[src/rtl/extirq_pkg.sv]
package extirq_pkg;

  localparam int MAX_PINS      = 8;
  localparam int PRIO_W        = 4;
  localparam int WORD_W        = 32;
  localparam int CTRL_MODE_BIT = 23;

  typedef enum logic [2:0] {
    A_SENSE = 3'd0,
    A_PRIO  = 3'd1,
    A_SRC   = 3'd2,
    A_MSET  = 3'd3,
    A_MCLR  = 3'd4,
    A_CTRL  = 3'd5
  } reg_addr_e;

  localparam logic [3:0] S_FALL = 4'd0;
  localparam logic [3:0] S_RISE = 4'd1;
  localparam logic [3:0] S_LOW  = 4'd2;
  localparam logic [3:0] S_HIGH = 4'd3;
  localparam logic [3:0] S_BOTH = 4'd4;

  // Lowest bit of pin n's field in an MSB-first packed word.
  function automatic int field_lsb(input int pin, input int fw);
    return WORD_W - (pin + 1) * fw;
  endfunction

  // Bit position of pin n in a one-bit-per-pin register of width w.
  function automatic int src_pos(input int pin, input int w);
    return w - 1 - pin;
  endfunction

  function automatic logic code_ok(input logic [3:0] code);
    return (code <= S_BOTH);
  endfunction

  function automatic logic detect(input logic [3:0] code, input logic prev,
                                  input logic cur);
    logic hit;
    case (code)
      S_FALL:  hit = prev & ~cur;
      S_RISE:  hit = ~prev & cur;
      S_LOW:   hit = ~cur;
      S_HIGH:  hit = cur;
      S_BOTH:  hit = prev ^ cur;
      default: hit = 1'b0;
    endcase
    return hit;
  endfunction

endpackage

[src/rtl/extirq_sync.sv]
module extirq_sync #(
  parameter int WIDTH = 8
) (
  input  logic             clk,
  input  logic             rst_n,
  input  logic [WIDTH-1:0] async_in,
  output logic [WIDTH-1:0] sync_out
);

  logic [WIDTH-1:0] stage1_q;
  logic [WIDTH-1:0] stage2_q;

  always_ff @(posedge clk or negedge rst_n) begin
    if (!rst_n) begin
      stage1_q <= '0;
      stage2_q <= '0;
    end else begin
      stage1_q <= async_in;
      stage2_q <= stage1_q;
    end
  end

  assign sync_out = stage2_q;

endmodule

[src/rtl/extirq_detect.sv]
module extirq_detect
  import extirq_pkg::*;
(
  input  logic       clk,
  input  logic       rst_n,
  input  logic       sample,
  input  logic [3:0] code,
  output logic       event_hit,
  output logic       code_valid
);

  logic prev_q;

  always_ff @(posedge clk or negedge rst_n) begin
    if (!rst_n) prev_q <= 1'b0;
    else        prev_q <= sample;
  end

  assign event_hit  = detect(code, prev_q, sample);
  assign code_valid = code_ok(code);

endmodule

[src/rtl/extirq_regs.sv]
module extirq_regs
  import extirq_pkg::*;
#(
  parameter int NUM_PINS = 8,
  parameter int SENSE_W  = 4,
  parameter int SRC_W    = 8
) (
  input  logic                clk,
  input  logic                rst_n,
  input  logic                reg_we,
  input  logic [2:0]          reg_addr,
  input  logic [WORD_W-1:0]   reg_wdata,
  output logic [WORD_W-1:0]   reg_rdata,
  input  logic [NUM_PINS-1:0] evt_vec,
  output logic [NUM_PINS*4-1:0] code_flat,
  output logic [NUM_PINS-1:0] pend_vec,
  output logic [NUM_PINS-1:0] mask_vec,
  output logic [NUM_PINS-1:0] prio_nz_vec
);

  logic [SENSE_W-1:0] sense_q [NUM_PINS];
  logic [PRIO_W-1:0]  prio_q  [NUM_PINS];
  logic [NUM_PINS-1:0] mask_q;
  logic [NUM_PINS-1:0] pend_q;
  logic               mode_q;

  logic wr_sense, wr_prio, wr_src, wr_mset, wr_mclr, wr_ctrl;

  assign wr_sense = reg_we && (reg_addr == A_SENSE);
  assign wr_prio  = reg_we && (reg_addr == A_PRIO);
  assign wr_src   = reg_we && (reg_addr == A_SRC);
  assign wr_mset  = reg_we && (reg_addr == A_MSET);
  assign wr_mclr  = reg_we && (reg_addr == A_MCLR);
  assign wr_ctrl  = reg_we && (reg_addr == A_CTRL);

  // Configuration fields
  always_ff @(posedge clk or negedge rst_n) begin
    if (!rst_n) begin
      for (int n = 0; n < NUM_PINS; n++) begin
        sense_q[n] <= '0;
        prio_q[n]  <= '0;
      end
      mode_q <= 1'b0;
    end else begin
      for (int n = 0; n < NUM_PINS; n++) begin
        if (wr_sense) sense_q[n] <= reg_wdata[field_lsb(n, SENSE_W) +: SENSE_W];
        if (wr_prio)  prio_q[n]  <= reg_wdata[field_lsb(n, PRIO_W) +: PRIO_W];
      end
      if (wr_ctrl) mode_q <= reg_wdata[CTRL_MODE_BIT];
    end
  end

  // Masks: set and clear locations, ones act, zeros are ignored
  always_ff @(posedge clk or negedge rst_n) begin
    if (!rst_n) begin
      mask_q <= '1;
    end else begin
      for (int n = 0; n < NUM_PINS; n++) begin
        if (wr_mset && reg_wdata[src_pos(n, SRC_W)])      mask_q[n] <= 1'b1;
        else if (wr_mclr && reg_wdata[src_pos(n, SRC_W)]) mask_q[n] <= 1'b0;
      end
    end
  end

  // Pending latches: a new event wins over a clear in the same cycle
  always_ff @(posedge clk or negedge rst_n) begin
    if (!rst_n) begin
      pend_q <= '0;
    end else begin
      for (int n = 0; n < NUM_PINS; n++) begin
        if (evt_vec[n])
          pend_q[n] <= 1'b1;
        else if (wr_src && !reg_wdata[src_pos(n, SRC_W)])
          pend_q[n] <= 1'b0;
      end
    end
  end

  // Read mux
  always_comb begin
    reg_rdata = '0;
    case (reg_addr)
      A_SENSE: for (int n = 0; n < NUM_PINS; n++)
                 reg_rdata[field_lsb(n, SENSE_W) +: SENSE_W] = sense_q[n];
      A_PRIO:  for (int n = 0; n < NUM_PINS; n++)
                 reg_rdata[field_lsb(n, PRIO_W) +: PRIO_W] = prio_q[n];
      A_SRC:   for (int n = 0; n < NUM_PINS; n++)
                 reg_rdata[src_pos(n, SRC_W)] = pend_q[n];
      A_CTRL:  reg_rdata[CTRL_MODE_BIT] = mode_q;
      default: reg_rdata = '0;
    endcase
  end

  always_comb begin
    for (int n = 0; n < NUM_PINS; n++) begin
      code_flat[n*4 +: 4] = 4'(sense_q[n]);
      prio_nz_vec[n]      = |prio_q[n];
    end
  end

  assign pend_vec = pend_q;
  assign mask_vec = mask_q;

endmodule

[src/rtl/extirq_pin_ctrl.sv]
module extirq_pin_ctrl
  import extirq_pkg::*;
#(
  parameter int NUM_PINS = 8,
  parameter int SENSE_W  = 4,
  parameter int SRC_W    = 8
) (
  input  logic                clk,
  input  logic                rst_n,
  input  logic [NUM_PINS-1:0] pin_in,
  input  logic                reg_we,
  input  logic [2:0]          reg_addr,
  input  logic [31:0]         reg_wdata,
  output logic [31:0]         reg_rdata,
  output logic [NUM_PINS-1:0] irq_req,
  output logic                irq_any
);

  logic [NUM_PINS-1:0]   pin_sync;
  logic [NUM_PINS-1:0]   evt_vec;
  logic [NUM_PINS-1:0]   code_valid_vec;
  logic [NUM_PINS*4-1:0] code_flat;
  logic [NUM_PINS-1:0]   pend_vec;
  logic [NUM_PINS-1:0]   mask_vec;
  logic [NUM_PINS-1:0]   prio_nz_vec;

  extirq_sync #(.WIDTH(NUM_PINS)) u_sync (
    .clk      (clk),
    .rst_n    (rst_n),
    .async_in (pin_in),
    .sync_out (pin_sync)
  );

  for (genvar n = 0; n < NUM_PINS; n++) begin : g_pin
    extirq_detect u_det (
      .clk        (clk),
      .rst_n      (rst_n),
      .sample     (pin_sync[n]),
      .code       (code_flat[n*4 +: 4]),
      .event_hit  (evt_vec[n]),
      .code_valid (code_valid_vec[n])
    );
  end

  extirq_regs #(
    .NUM_PINS (NUM_PINS),
    .SENSE_W  (SENSE_W),
    .SRC_W    (SRC_W)
  ) u_regs (
    .clk         (clk),
    .rst_n       (rst_n),
    .reg_we      (reg_we),
    .reg_addr    (reg_addr),
    .reg_wdata   (reg_wdata),
    .reg_rdata   (reg_rdata),
    .evt_vec     (evt_vec),
    .code_flat   (code_flat),
    .pend_vec    (pend_vec),
    .mask_vec    (mask_vec),
    .prio_nz_vec (prio_nz_vec)
  );

  assign irq_req = pend_vec & ~mask_vec & prio_nz_vec;
  assign irq_any = |irq_req;

endmodule

[config.mk]
export PLATFORM = sky130hd
export DESIGN_NAME = extirq_pin_ctrl
export DESIGN_NICKNAME = d
export VERILOG_FILES = /design/src/rtl/extirq_pkg.sv /design/src/rtl/extirq_sync.sv /design/src/rtl/extirq_detect.sv /design/src/rtl/extirq_regs.sv /design/src/rtl/extirq_pin_ctrl.sv
export SDC_FILE = /design/constraint.sdc
export NUM_CORES = 1
export LEC_CHECK = 0
export ABC_CLOCK_PERIOD_IN_PS = 2050
export CORE_ASPECT_RATIO = 1.5
export CORE_UTILIZATION = 30
export CTS_CLUSTER_DIAMETER = 120
export DETAILED_ROUTE_END_ITERATION = 8
export HOLD_SLACK_MARGIN = 0.03
export PLACE_DENSITY = 0.53
export SETUP_SLACK_MARGIN = 0.5
export SYNTH_ARGS = -nofsm -noshare
export SYNTH_HDL_FRONTEND = slang
export SYNTH_SLANG_ARGS = --single-unit
[constraint.sdc]
create_clock -name clk -period 2.05 [get_ports clk]
set_input_delay 0.205 -clock clk [delete_from_list [all_inputs] [get_ports clk]]
set_output_delay 0.205 -clock clk [all_outputs]
set_load 0.005 [all_outputs]
==> key figures <==
Synth
  • Synthesized area: 4940 um^2
  • Yosys cell types: 34
  • Post-Syn Instances: 409
  • Top cell type's share of synthesized area: 49.2%
  • Most area-consuming cells after synthesis: dfrtp_1 (49%), mux2_1 (15%), dfstp_2 (4.3%), a22o_1 (4.1%), ha_1 (4.1%)
  • Sequential-to-total area share from yosys stat: 53.4%
  • Avg Inst Size Synth: 12.1 um^2
  • Synth warn: 0
  • Syn_nets: 471
  • Post-synthesis register bit count: 105
  • Yosys top cell by area: dfrtp_1

Floorplan
  • Core area: 16,100 um^2
  • FP Rows: 57
  • Initial Utilization: 30.6%
  • Die width: 107 um
  • Die Ht: 159 um
  • Ports: 87
  • Total Die Area: 17,000 um^2

STA
  • Fin. Hold Viols: 0
  • Final setup violation count: 0
  • Minimum clock period: 1980 ps
  • Max Clock Freq: 0.504 GHz
  • Period utilisation layout: 96.7%
  • Setup ws final: 66.7 ps
  • Final Skew: 8.10 ps
  • RSZ-0062 raised after global routing: yes
  • Fin. max-slew vios: 0
  • Max transition margin: 61.2%
  • Worst-Margin Slew: 582 ps

GRT
  • Global-route wire length before repair: 21,400 um
  • Initial antenna violation count: 0
  • Grt ovf: 0
  • Total GRT Usage: 16.4%
  • Vias in the first global route: 3,985
  • Largest net degree at the start of global routing: 43

Clocking
  • TritonCTS clock tree: done
  • Bufs on Longest Clock Path: 2
  • Clock sinks: 105
  • Root buf cell: clkbuf_16
  • Worst-path clk slew: 80 ps
  • Num CTS Buffers: 9
  • Clock Latency Late Sink: 350 ps
  • H-tree levels: 3

Critical path
  • Crit Path Class: flip-flop to output port
  • Startpoint types: flip-flop
  • CP Data Arrival Time: 1780 ps
  • Crit-path max FO: 3
  • Worst path required time: 1850 ps
  • Crit. End Element: output port

Run
  • Maxcap violations: 0

Min path
  • Hold crit path type: input port to flip-flop

Route
  • Antenna viol nets, final: 0
  • Iter 0 DRT Violations: 137
  • # DRC: 0
  • Vias per cell: 4.90
  • WL/cell: 17.4 um
  • Number of iterations in the first detailed-routing pass: 4
  • Routed via count: 3,789
  • Routed WL: 13,400 um

Finish
  • Post-route cell area: 7060 um^2
  • Most frequent cells in the layout: dfrtp_1 (94), mux2_1 (65), buf_4 (49)
  • Final cell count without fillers: 774
  • Fin nets: 625
  • Multi-input logic area: 2310 um^2
  • Diodes inserted: 0
  • Share of layout cells above drive strength 1: 29.0%
  • P&R area growth vs syn: 43.1%
  • Most common cell after layout, fill and taps aside: dfrtp_1
  • Storage cell area: 2640 um^2
  • Layout filler cell count: 1,558

Power and ir drop
  • Peak supply drop: 0.433 mV
  • Lkg Pwr: 3.14 nW
  • Pwr/cell area: 860 nW/um^2
  • Total Power: 6.07 mW

Placement
  • Final GP Congestion: 0.786
  • IO buf count: 86
  • DP Area: 6300 um^2
  • Placed Cells: 722
  • DP HPWL: 9210 um
  • Pre-CTS WS: -237 ps

Status
  • Status: finished, final reports clean
synth_stat cells (all sizes together):
| library cell | n |
|---|---|
| a211oi | 3 |
| a21oi | 25 |
| a22o | 23 |
| a22oi | 1 |
| and2 | 2 |
| and3b | 2 |
| buf | 9 |
| clkbuf | 10 |
| dfrtp | 97 |
| dfstp | 8 |
| ha | 16 |
| inv | 16 |
| mux2 | 73 |
| mux2i | 13 |
| nand2 | 17 |
| nand3 | 8 |
| nand3b | 4 |
| nand4bb | 1 |
| nor2 | 33 |
| nor2b | 1 |
| nor3 | 5 |
| nor3b | 9 |
| nor4 | 13 |
| o211ai | 4 |
| o21ai | 11 |
| o311ai | 1 |
| xnor2 | 1 |
| xor2 | 3 |
layer usage:
layer / up-vias / wire [um] / global-route usage (%)
met5: - / 0 / 0
met2: 74 / 7130 / 28.9
met4: 0 / 393 / 7.72
li1: 1780 / - / -
met1: 1913 / 5420 / 19.5
met3: 22 / 495 / 2.05
report_power, final:
| group | internal [mW] | switching, mW | leakage (nW) |
|---|---|---|---|
| sequential | 2.42 | 0.352 | 1.21 |
| clock | 0.966 | 0.799 | 0.148 |
| combinational | 0.941 | 0.594 | 1.78 |
| total | 4.33 | 1.74 | 3.14 |
sequential cells by signal (all words and copies together), names as in the netlist:
name	flops
u_regs.prio_q	32
u_sync.stage1_q	8
u_regs.mode_q	1
u_regs.code_flat	32
u_regs.mask_vec	8
u_regs.pend_vec	8
g_pin.u_det.prev_q	8
u_sync.sync_out	8
worst max-delay path, cell delays in order (launching register included):
cell and delay, ps:
dfrtp_1 420, nor4_4 330, nor3b_2 100, nor4_2 270, buf_4 160, nand2_2 30
buf_2 130
repair_timing:
action | 4_1_cts | 5_1_grt
gates resized for setup | 191 | 21
hold buffers | 1 | 0
gates cloned | 2 | 0
endpoints found under the setup margin | 105 | 34
hold endpoints to repair | 30 | 0
pin swaps | 34 | 18
buffers inserted | 31 | 2
worst paths after layout:
| kind | cells past startpoint | from | slack (ps) | endpoint |
|---|---|---|---|---|
| setup / recovery | 6 | u_regs.prio_q[21] | 70 | irq_any |
| hold / removal | 1 | pin_in[4] | 280 | u_sync.stage1_q[4] |
| setup reg to reg | 5 | u_sync.sync_out[4] | 730 | u_regs.pend_vec[4] |
| hold reg to reg | 0 | u_sync.stage1_q[0] | 350 | u_sync.sync_out[0] |
| max in group asynchronous | 3 | rst_n | 1020 | u_regs.code_flat[27] |
| min in group asynchronous | 2 | rst_n | 380 | u_sync.stage1_q[5] |
kinds of logic (layout without fill, tap and decap cells):
family          count (synthesis)  count (layout)  share of synthesized area (%)
mux                            86              86                           19.3
xor+xnor                        4               4                          0.710
compound gates                 68              68                           9.13
simple gates                   95              95                           9.91
flops                         105             105                           53.4
buf+inv                        35             194                           3.47
fa+ha+maj                      16              16                           4.06
area by class of cell:
class                   instances  area share [%]
repair buffers                162            21.1
flip-flops and latches        105            37.4
multi-input cells             269            32.7
well taps                     206            3.65
clock buffers                  10            3.24
inverters                      16           0.850
clock inverters                 6            1.05
metrics by stage:
step                utilization [%]  hold slack (ps)  setup TNS, ps
floorplan                         -            -90.6              0
global placement               39.1              233         -12370
detailed placement             39.1              234         -12620
CTS                            43.6              274          -41.1
global route                   43.8              277          -55.6
finish                         43.8              283              0
(Power assumes the default switching activity.)
